[config.mk]
export PLATFORM = sky130hd
export DESIGN_NAME = uop_issue_alloc
export DESIGN_NICKNAME = d
export VERILOG_FILES = /design/src/rtl/uop_pkg.sv /design/src/rtl/uop_window.sv /design/src/rtl/uop_oldest.sv /design/src/rtl/uop_port_pick.sv /design/src/rtl/uop_issue_alloc.sv
export SDC_FILE = /design/constraint.sdc
export NUM_CORES = 1
export LEC_CHECK = 0
export BUFFER_PORTS_ARGS = -buffer_cell sky130_fd_sc_hd__buf_2
export CORE_UTILIZATION = 28
export DETAILED_ROUTE_END_ITERATION = 10
export PLACE_DENSITY = 0.42
export SYNTH_ARGS = -nofsm -noshare
export SYNTH_HDL_FRONTEND = slang
export SYNTH_SLANG_ARGS = --single-unit
[constraint.sdc]
create_clock -name clk -period 13.48 [get_ports clk]
set_input_delay 2.696 -clock clk [delete_from_list [all_inputs] [get_ports clk]]
set_output_delay 2.696 -clock clk [all_outputs]
set_load 0.005 [all_outputs]
[src/rtl/uop_pkg.sv]
package uop_pkg;
  localparam int NPORT = 8;
  localparam int CLS_W = 3;

  localparam logic [CLS_W-1:0] CLS_ALU = 3'd0;
  localparam logic [CLS_W-1:0] CLS_BR  = 3'd1;
  localparam logic [CLS_W-1:0] CLS_FMA = 3'd2;
  localparam logic [CLS_W-1:0] CLS_LD  = 3'd3;
  localparam logic [CLS_W-1:0] CLS_STA = 3'd4;
  localparam logic [CLS_W-1:0] CLS_STD = 3'd5;

  // fill order, most restrictive ports first
  function automatic int fill_port(input int k);
    case (k)
      0: return 4;
      1: return 7;
      2: return 6;
      3: return 5;
      4: return 2;
      5: return 3;
      6: return 0;
      default: return 1;
    endcase
  endfunction

  // port capability map
  function automatic logic port_takes(input int p, input logic [CLS_W-1:0] c);
    case (p)
      0: return (c == CLS_ALU) || (c == CLS_BR) || (c == CLS_FMA);
      1: return (c == CLS_ALU) || (c == CLS_FMA);
      2, 3: return (c == CLS_LD) || (c == CLS_STA);
      4: return (c == CLS_STD);
      5: return (c == CLS_ALU);
      6: return (c == CLS_ALU) || (c == CLS_BR);
      7: return (c == CLS_STA);
      default: return 1'b0;
    endcase
  endfunction
endpackage

[src/rtl/uop_window.sv]
module uop_window
  import uop_pkg::*;
#(
  parameter int WIN     = 8,
  parameter int FMA_LAT = 5,
  parameter int LD_LAT  = 4,
  parameter int ALU_LAT = 1,
  localparam int SW     = (WIN > 1) ? $clog2(WIN) : 1,
  localparam int MAXLAT = (FMA_LAT > LD_LAT) ? ((FMA_LAT > ALU_LAT) ? FMA_LAT : ALU_LAT)
                                             : ((LD_LAT > ALU_LAT) ? LD_LAT : ALU_LAT),
  localparam int CNT_W  = $clog2(MAXLAT + 1)
) (
  input  logic                            clk,
  input  logic                            rst,
  input  logic                            alloc_vld,
  input  logic [CLS_W-1:0]                alloc_cls,
  input  logic                            alloc_thr,
  input  logic                            alloc_dep_vld,
  input  logic [SW-1:0]                   alloc_dep_slot,
  input  logic [WIN-1:0]                  issue_mask,
  output logic [WIN-1:0]                  vld,
  output logic [WIN-1:0]                  elig,
  output logic [WIN-1:0][CLS_W-1:0]       ent_cls,
  output logic [WIN-1:0]                  ent_thr,
  output logic [WIN-1:0][WIN-1:0]         older,
  output logic [SW-1:0]                   free_slot,
  output logic                            full
);
  logic [WIN-1:0]             pend;
  logic [WIN-1:0][SW-1:0]     dep;
  logic [WIN-1:0][CNT_W-1:0]  cnt;
  logic                       found;
  logic                       do_alloc;
  logic                       dep_live;

  // countdown preload: latency minus one, so the dependent issues LAT edges later
  function automatic logic [CNT_W-1:0] lat_m1(input logic [CLS_W-1:0] c);
    if (c == CLS_FMA)     return CNT_W'(FMA_LAT - 1);
    else if (c == CLS_LD) return CNT_W'(LD_LAT - 1);
    else                  return CNT_W'(ALU_LAT - 1);
  endfunction

  always_comb begin
    free_slot = '0;
    found     = 1'b0;
    for (int i = 0; i < WIN; i++) begin
      if (!vld[i] && !found) begin
        free_slot = SW'(i);
        found     = 1'b1;
      end
    end
    full     = !found;
    do_alloc = alloc_vld && !full;
    dep_live = alloc_dep_vld && vld[alloc_dep_slot];
  end

  always_comb begin
    for (int i = 0; i < WIN; i++)
      elig[i] = vld[i] && !pend[i] && (cnt[i] == '0);
  end

  always_ff @(posedge clk) begin
    if (rst) begin
      vld   <= '0;
      pend  <= '0;
      cnt   <= '0;
      older <= '0;
      dep   <= '0;
      ent_cls <= '0;
      ent_thr <= '0;
    end else begin
      for (int e = 0; e < WIN; e++) begin
        if (vld[e] && pend[e] && issue_mask[dep[e]]) begin
          pend[e] <= 1'b0;
          cnt[e]  <= lat_m1(ent_cls[dep[e]]);
        end else if (cnt[e] != '0) begin
          cnt[e] <= cnt[e] - 1'b1;
        end
        if (issue_mask[e]) vld[e] <= 1'b0;
      end
      if (do_alloc) begin
        vld[free_slot]     <= 1'b1;
        ent_cls[free_slot] <= alloc_cls;
        ent_thr[free_slot] <= alloc_thr;
        dep[free_slot]     <= alloc_dep_slot;
        if (dep_live && issue_mask[alloc_dep_slot]) begin
          pend[free_slot] <= 1'b0;
          cnt[free_slot]  <= lat_m1(ent_cls[alloc_dep_slot]);
        end else begin
          pend[free_slot] <= dep_live;
          cnt[free_slot]  <= '0;
        end
        older[free_slot] <= '0;
        for (int j = 0; j < WIN; j++)
          if (SW'(j) != free_slot) older[j][free_slot] <= 1'b1;
      end
    end
  end
endmodule

[src/rtl/uop_oldest.sv]
module uop_oldest #(
  parameter int WIN = 8,
  localparam int SW = (WIN > 1) ? $clog2(WIN) : 1
) (
  input  logic [WIN-1:0]          cand,
  input  logic [WIN-1:0][WIN-1:0] older,
  output logic                    hit,
  output logic [WIN-1:0]          sel,
  output logic [SW-1:0]           idx
);
  logic [WIN-1:0] beaten;

  always_comb begin
    for (int i = 0; i < WIN; i++) begin
      beaten[i] = 1'b0;
      for (int j = 0; j < WIN; j++)
        if (j != i && cand[j] && !older[i][j]) beaten[i] = 1'b1;
    end
    sel = '0;
    idx = '0;
    for (int i = 0; i < WIN; i++) begin
      if (cand[i] && !beaten[i]) begin
        sel[i] = 1'b1;
        idx    = SW'(i);
      end
    end
    hit = |cand;
  end
endmodule

[src/rtl/uop_port_pick.sv]
module uop_port_pick
  import uop_pkg::*;
#(
  parameter int WIN = 8,
  localparam int SW = (WIN > 1) ? $clog2(WIN) : 1
) (
  input  logic [WIN-1:0]            elig,
  input  logic [WIN-1:0][CLS_W-1:0] ent_cls,
  input  logic [WIN-1:0][WIN-1:0]   older,
  output logic [NPORT-1:0]          grant_vld,
  output logic [NPORT-1:0][SW-1:0]  grant_slot,
  output logic [WIN-1:0]            issue_mask
);
  logic [WIN-1:0] taken [NPORT+1];
  assign taken[0] = '0;

  genvar k;
  generate
    for (k = 0; k < NPORT; k++) begin : g_fill
      localparam int P = fill_port(k);
      logic [WIN-1:0] acc;
      logic [WIN-1:0] cand;
      logic [WIN-1:0] sel;
      logic [SW-1:0]  idx;
      logic           hit;

      always_comb begin
        for (int i = 0; i < WIN; i++)
          acc[i] = port_takes(P, ent_cls[i]);
      end
      assign cand = elig & acc & ~taken[k];

      uop_oldest #(.WIN(WIN)) u_old (
        .cand  (cand),
        .older (older),
        .hit   (hit),
        .sel   (sel),
        .idx   (idx)
      );

      assign taken[k+1]    = taken[k] | sel;
      assign grant_vld[P]  = hit;
      assign grant_slot[P] = idx;
    end
  endgenerate

  assign issue_mask = taken[NPORT];
endmodule

[src/rtl/uop_issue_alloc.sv]
module uop_issue_alloc
  import uop_pkg::*;
#(
  parameter int WIN     = 8,
  parameter int FMA_LAT = 5,
  parameter int LD_LAT  = 4,
  parameter int ALU_LAT = 1,
  localparam int SW     = (WIN > 1) ? $clog2(WIN) : 1
) (
  input  logic                   clk,
  input  logic                   rst,
  input  logic                   alloc_vld,
  input  logic [CLS_W-1:0]       alloc_cls,
  input  logic                   alloc_thr,
  input  logic                   alloc_dep_vld,
  input  logic [SW-1:0]          alloc_dep_slot,
  output logic [SW-1:0]          alloc_slot,
  output logic                   win_full,
  output logic [NPORT-1:0]       unit_en,
  output logic [NPORT*SW-1:0]    port_slot,
  output logic [NPORT*CLS_W-1:0] port_cls,
  output logic [NPORT-1:0]       port_thr
);
  logic [WIN-1:0]             win_vld;
  logic [WIN-1:0]             elig;
  logic [WIN-1:0][CLS_W-1:0]  ent_cls;
  logic [WIN-1:0]             ent_thr;
  logic [WIN-1:0][WIN-1:0]    older;
  logic [WIN-1:0]             issue_mask;
  logic [NPORT-1:0]           grant_vld;
  logic [NPORT-1:0][SW-1:0]   grant_slot;

  uop_window #(
    .WIN(WIN), .FMA_LAT(FMA_LAT), .LD_LAT(LD_LAT), .ALU_LAT(ALU_LAT)
  ) u_win (
    .clk            (clk),
    .rst            (rst),
    .alloc_vld      (alloc_vld),
    .alloc_cls      (alloc_cls),
    .alloc_thr      (alloc_thr),
    .alloc_dep_vld  (alloc_dep_vld),
    .alloc_dep_slot (alloc_dep_slot),
    .issue_mask     (issue_mask),
    .vld            (win_vld),
    .elig           (elig),
    .ent_cls        (ent_cls),
    .ent_thr        (ent_thr),
    .older          (older),
    .free_slot      (alloc_slot),
    .full           (win_full)
  );

  uop_port_pick #(.WIN(WIN)) u_pick (
    .elig       (elig),
    .ent_cls    (ent_cls),
    .older      (older),
    .grant_vld  (grant_vld),
    .grant_slot (grant_slot),
    .issue_mask (issue_mask)
  );

  // registered port outputs; an idle port drops its enable
  always_ff @(posedge clk) begin
    if (rst) begin
      unit_en   <= '0;
      port_slot <= '0;
      port_cls  <= '0;
      port_thr  <= '0;
    end else begin
      unit_en <= grant_vld;
      for (int p = 0; p < NPORT; p++) begin
        port_slot[p*SW +: SW]       <= grant_slot[p];
        port_cls[p*CLS_W +: CLS_W]  <= ent_cls[grant_slot[p]];
        port_thr[p]                 <= ent_thr[grant_slot[p]];
      end
    end
  end
endmodule

==> impl_metrics.yaml <==
outcome:
  status: "complete, no violations"
route:
  wirelength_mm: 111
  ant_nets: 0
  drcViolationCount: 0
  viasPerCell: 6.63
  first_iter_violations: 2606
  vias: 19600
  wl_per_cell_um: 37.6
  firstDrtPassIters: 6
synth:
  async_reset_ff_frac: 0
  netlist_instances: 2148
  yosysSeqAreaShare: 0.254
  syn_area_um2: 17000
  ys_warn_count: 0
  synth.distinct_cells: 111
  synth_seq_cells: 216
  syn_avg_cell_area_um2: 7.93
  synthFlopType: "dfxtp_1"
  synth_edf_count: 0
  mappedNetlistNets: 2175
  synth.top_cell.area_share: 0.254
  yosys-top-cells-area: "dfxtp_1 (25%), mux4_2 (6.2%), nor2_1 (4.4%), nand2_1 (4.3%), mux2i_1 (4.2%)"
  synth_top_cell_by_area: "dfxtp_1"
cells_and_area:
  nNetsFinal: 2175
  fill_cells: 6438
  area_delta_synth_final_pct: 13.4
  layout-drive-gt1-share: 0.174
  stdcell_count: 2957
setup_path:
  cp.arrival_ns: 8.84
  start_kind: "flip-flop"
  reg2reg_from: "u_win.cnt[0]"
  reg2reg_slack_ns: 5.17
  crit_path_end_kind: "flip-flop"
  required_ns: 14.01
  ff2ff_path_depth: 20
  worst-path-max-fanout: 18
  r2r-end: "u_win.cnt[5]"
  worstSetupPathType: "reg -> reg"
die:
  die_w_um: 249
  start_util: 0.283
  fp-row-count: 90
  io_pins: 79
  die_h_um: 249
  die_area_um2: 61800
  coreArea_um2: 60200
timing:
  finalCritPeriodShare: 0.617
  finalSetupViolCount: 0
  hold_violations: 0
  skew_ns: 0.0228
  fin_crit_ns: 8.31
  slew_headroom: 0.106
  max_freq_mhz: 120
  worst_slew_pin_slew_ns: 1.33
  fin_tns_setup_ns: 0
  rsz0062_at_grt: "false"
  maxSlewViolCount: 0
global_routing:
  grt.total_usage: 0.350
  overflow: 0
  grt_max_degree: 57
  grt_pass1_wl_mm: 153
  grt_pass1_vias: 18500
  antenna_found_initial: 6
flow_run:
  cap_violations: 0
power_and_ir_drop:
  internal_power_mw: 1.35
  p_leak_nw: 7.24
  swShare: 0.354
  power.density_nw_per_um2: 108
  comb_power_share: 0.268
  ir_drop_mv: 0.0954
  clkPwrFrac: 0.383
  p_sw_uw: 739
  p_seq_frac: 0.350
clocking:
  worstSkewPairLatency_ns: 0.60
  ctsRootBufferMaster: "clkbuf_16"
  hold_buffers: 0
  cts_setup_buffers: 0
  htreeDepth: 1
  cts_sinks: 216
  ctsResizeCount: 0
  clockBufferDepth: 3
  numCtsBuffers: 27
  cts.clk_slew.worst_paths_ns: 0.06
  cts_tree: "done"
place:
  place_congestion: 1.05
  dp_hpwl_mm: 80.4
  port_buffers: 78
  dp.cells: 2901
min_path:
  hold_path_class: "reg -> reg"
  holdCritStartpoint: "u_win.older[8]"
  hold_depth: 1
  hold_path_end: "u_win.older[8]"
[how the worst max path moves through the flow]
stage	cells after the start	end	slack (ns)	startpoint
after floorplan	22	u_win.cnt[11]	8.38	u_win.cnt[18]
after global placement	21	u_win.cnt[5]	5.34	u_win.cnt[6]
after detailed placement	20	u_win.cnt[5]	5.47	u_win.cnt[0]
after CTS	20	u_win.cnt[5]	5.45	u_win.cnt[0]
after global routing	20	u_win.cnt[5]	4.85	u_win.cnt[1]
final	20	u_win.cnt[5]	5.17	u_win.cnt[0]
[kinds of logic after synthesis]
group,Yosys count,synth area share
AO/OA/AOI/OAI,633,0.275
XOR/XNOR,8,0.00411
adder cells (fa/ha/maj),16,0.0118
buffers and inverters,269,0.0626
flip-flops,216,0.254
multiplexers,144,0.121
AND/OR/NAND/NOR,862,0.272
[power by group through the flow]
stage / Sequential [mW] / Combinational [mW] / Clock (mW)
finish: 0.731 / 0.559 / 0.799
global route: 0.734 / 0.599 / 0.837
CTS: 0.728 / 0.545 / 0.808
detailed placement: 0.742 / 0.542 / 0
global placement: 0.742 / 0.539 / 0
floorplan: 0.717 / 0.373 / 0
[placed cells by master (no fill, tap or decap), drive strengths merged, types with 25 or more instances in the layout]
master   instances
dfxtp          216
nor2           200
nand2          195
buf            175
a21oi          111
nor3            82
o21ai           82
mux2i           72
inv             69
a211oi          64
o22ai           56
nand3           47
mux4            47
or3             40
o211ai          40
clkbuf          40
nor2b           38
o21a            37
a22o            33
or2             33
nand2b          29
nor4            28
or4             27
o221ai          27
o2111ai         25
mux2            25
[synthesized netlist by cell type, types with 21 or more instances]
cell type	count
a22o_1	33
nand2b_1	29
a21oi_1	111
o22ai_1	55
or4_1	27
dfxtp_1	216
mux4_2	47
inv_1	62
nor2b_1	38
or3_1	39
buf_1	33
nor2_1	199
o21ai_0	70
clkbuf_1	138
o21a_1	37
a211oi_1	62
nand3_1	47
nor4_1	25
o221ai_1	23
o211ai_1	37
nand2_1	194
buf_2	24
mux2_2	21
o2111ai_1	24
nand4_1	24
a2111oi_0	21
nor3_1	81
or2_2	27
mux2i_1	72
[flip-flops by register name, indices dropped and copies added, names as in the netlist, 24 cells and up, named ones only]
name,count
port_cls,24
u_win.cnt,24
port_slot,24
u_win.older,52
u_win.dep,24
u_win.ent_cls,24
[per-stage QoR]
stage          power [mW]  hold WS [ns]  setup slack (ns)   util  instance area, um2
2_1_floorplan        1.09         0.464              8.38      -               17000
3_3_place_gp         1.28         0.455              5.34  0.304               18300
3_5_place_dp         1.28         0.456              5.47  0.304               18300
4_1_cts              2.08         0.471              5.45  0.320               19300
5_1_grt              2.17         0.495              4.85  0.320               19300
6_report             2.09         0.468              5.17  0.321               19300
[layout make-up]
cell class	count	area [um2]	share of cell area
diodes	6	15.0	0.000778
multi-input cells	1663	11700	0.604
repair buffers	175	1120	0.0581
inverters	65	244	0.0126
well taps	782	978	0.0507
clock buffers	40	825	0.0427
flip-flops and latches	216	4330	0.224
clock inverters	10	133	0.00687
[critical path: stages (launching register included)]
cell       delay [ns]
dfxtp_1          0.30
inv_1            0.06
ha_1             0.25
nand4bb_2        0.24
or3_1            0.71
o221ai_1         0.52
nor2_1           0.76
o32ai_1          0.14
nand4bb_1        0.51
and3b_1          0.35
or4_1            0.61
o21ai_2          0.49
o2bb2ai_1        0.23
nor4_1           1.10
nor4b_2          0.20
buf_4            0.27
o22ai_1          0.17
o22ai_1          0.11
a211oi_2         0.35
and4b_1          0.58
o221a_1          0.25
[per-layer routing]
metal | share of wire | wire length, um | GRT usage
met5 | 0.00012 | 13 | 0
met4 | 0.080 | 8840 | 0.236
met3 | 0.097 | 10800 | 0.0938
met2 | 0.42 | 46800 | 0.521
met1 | 0.40 | 44700 | 0.441
No activity file was read; power rests on OpenSTA's default activity.
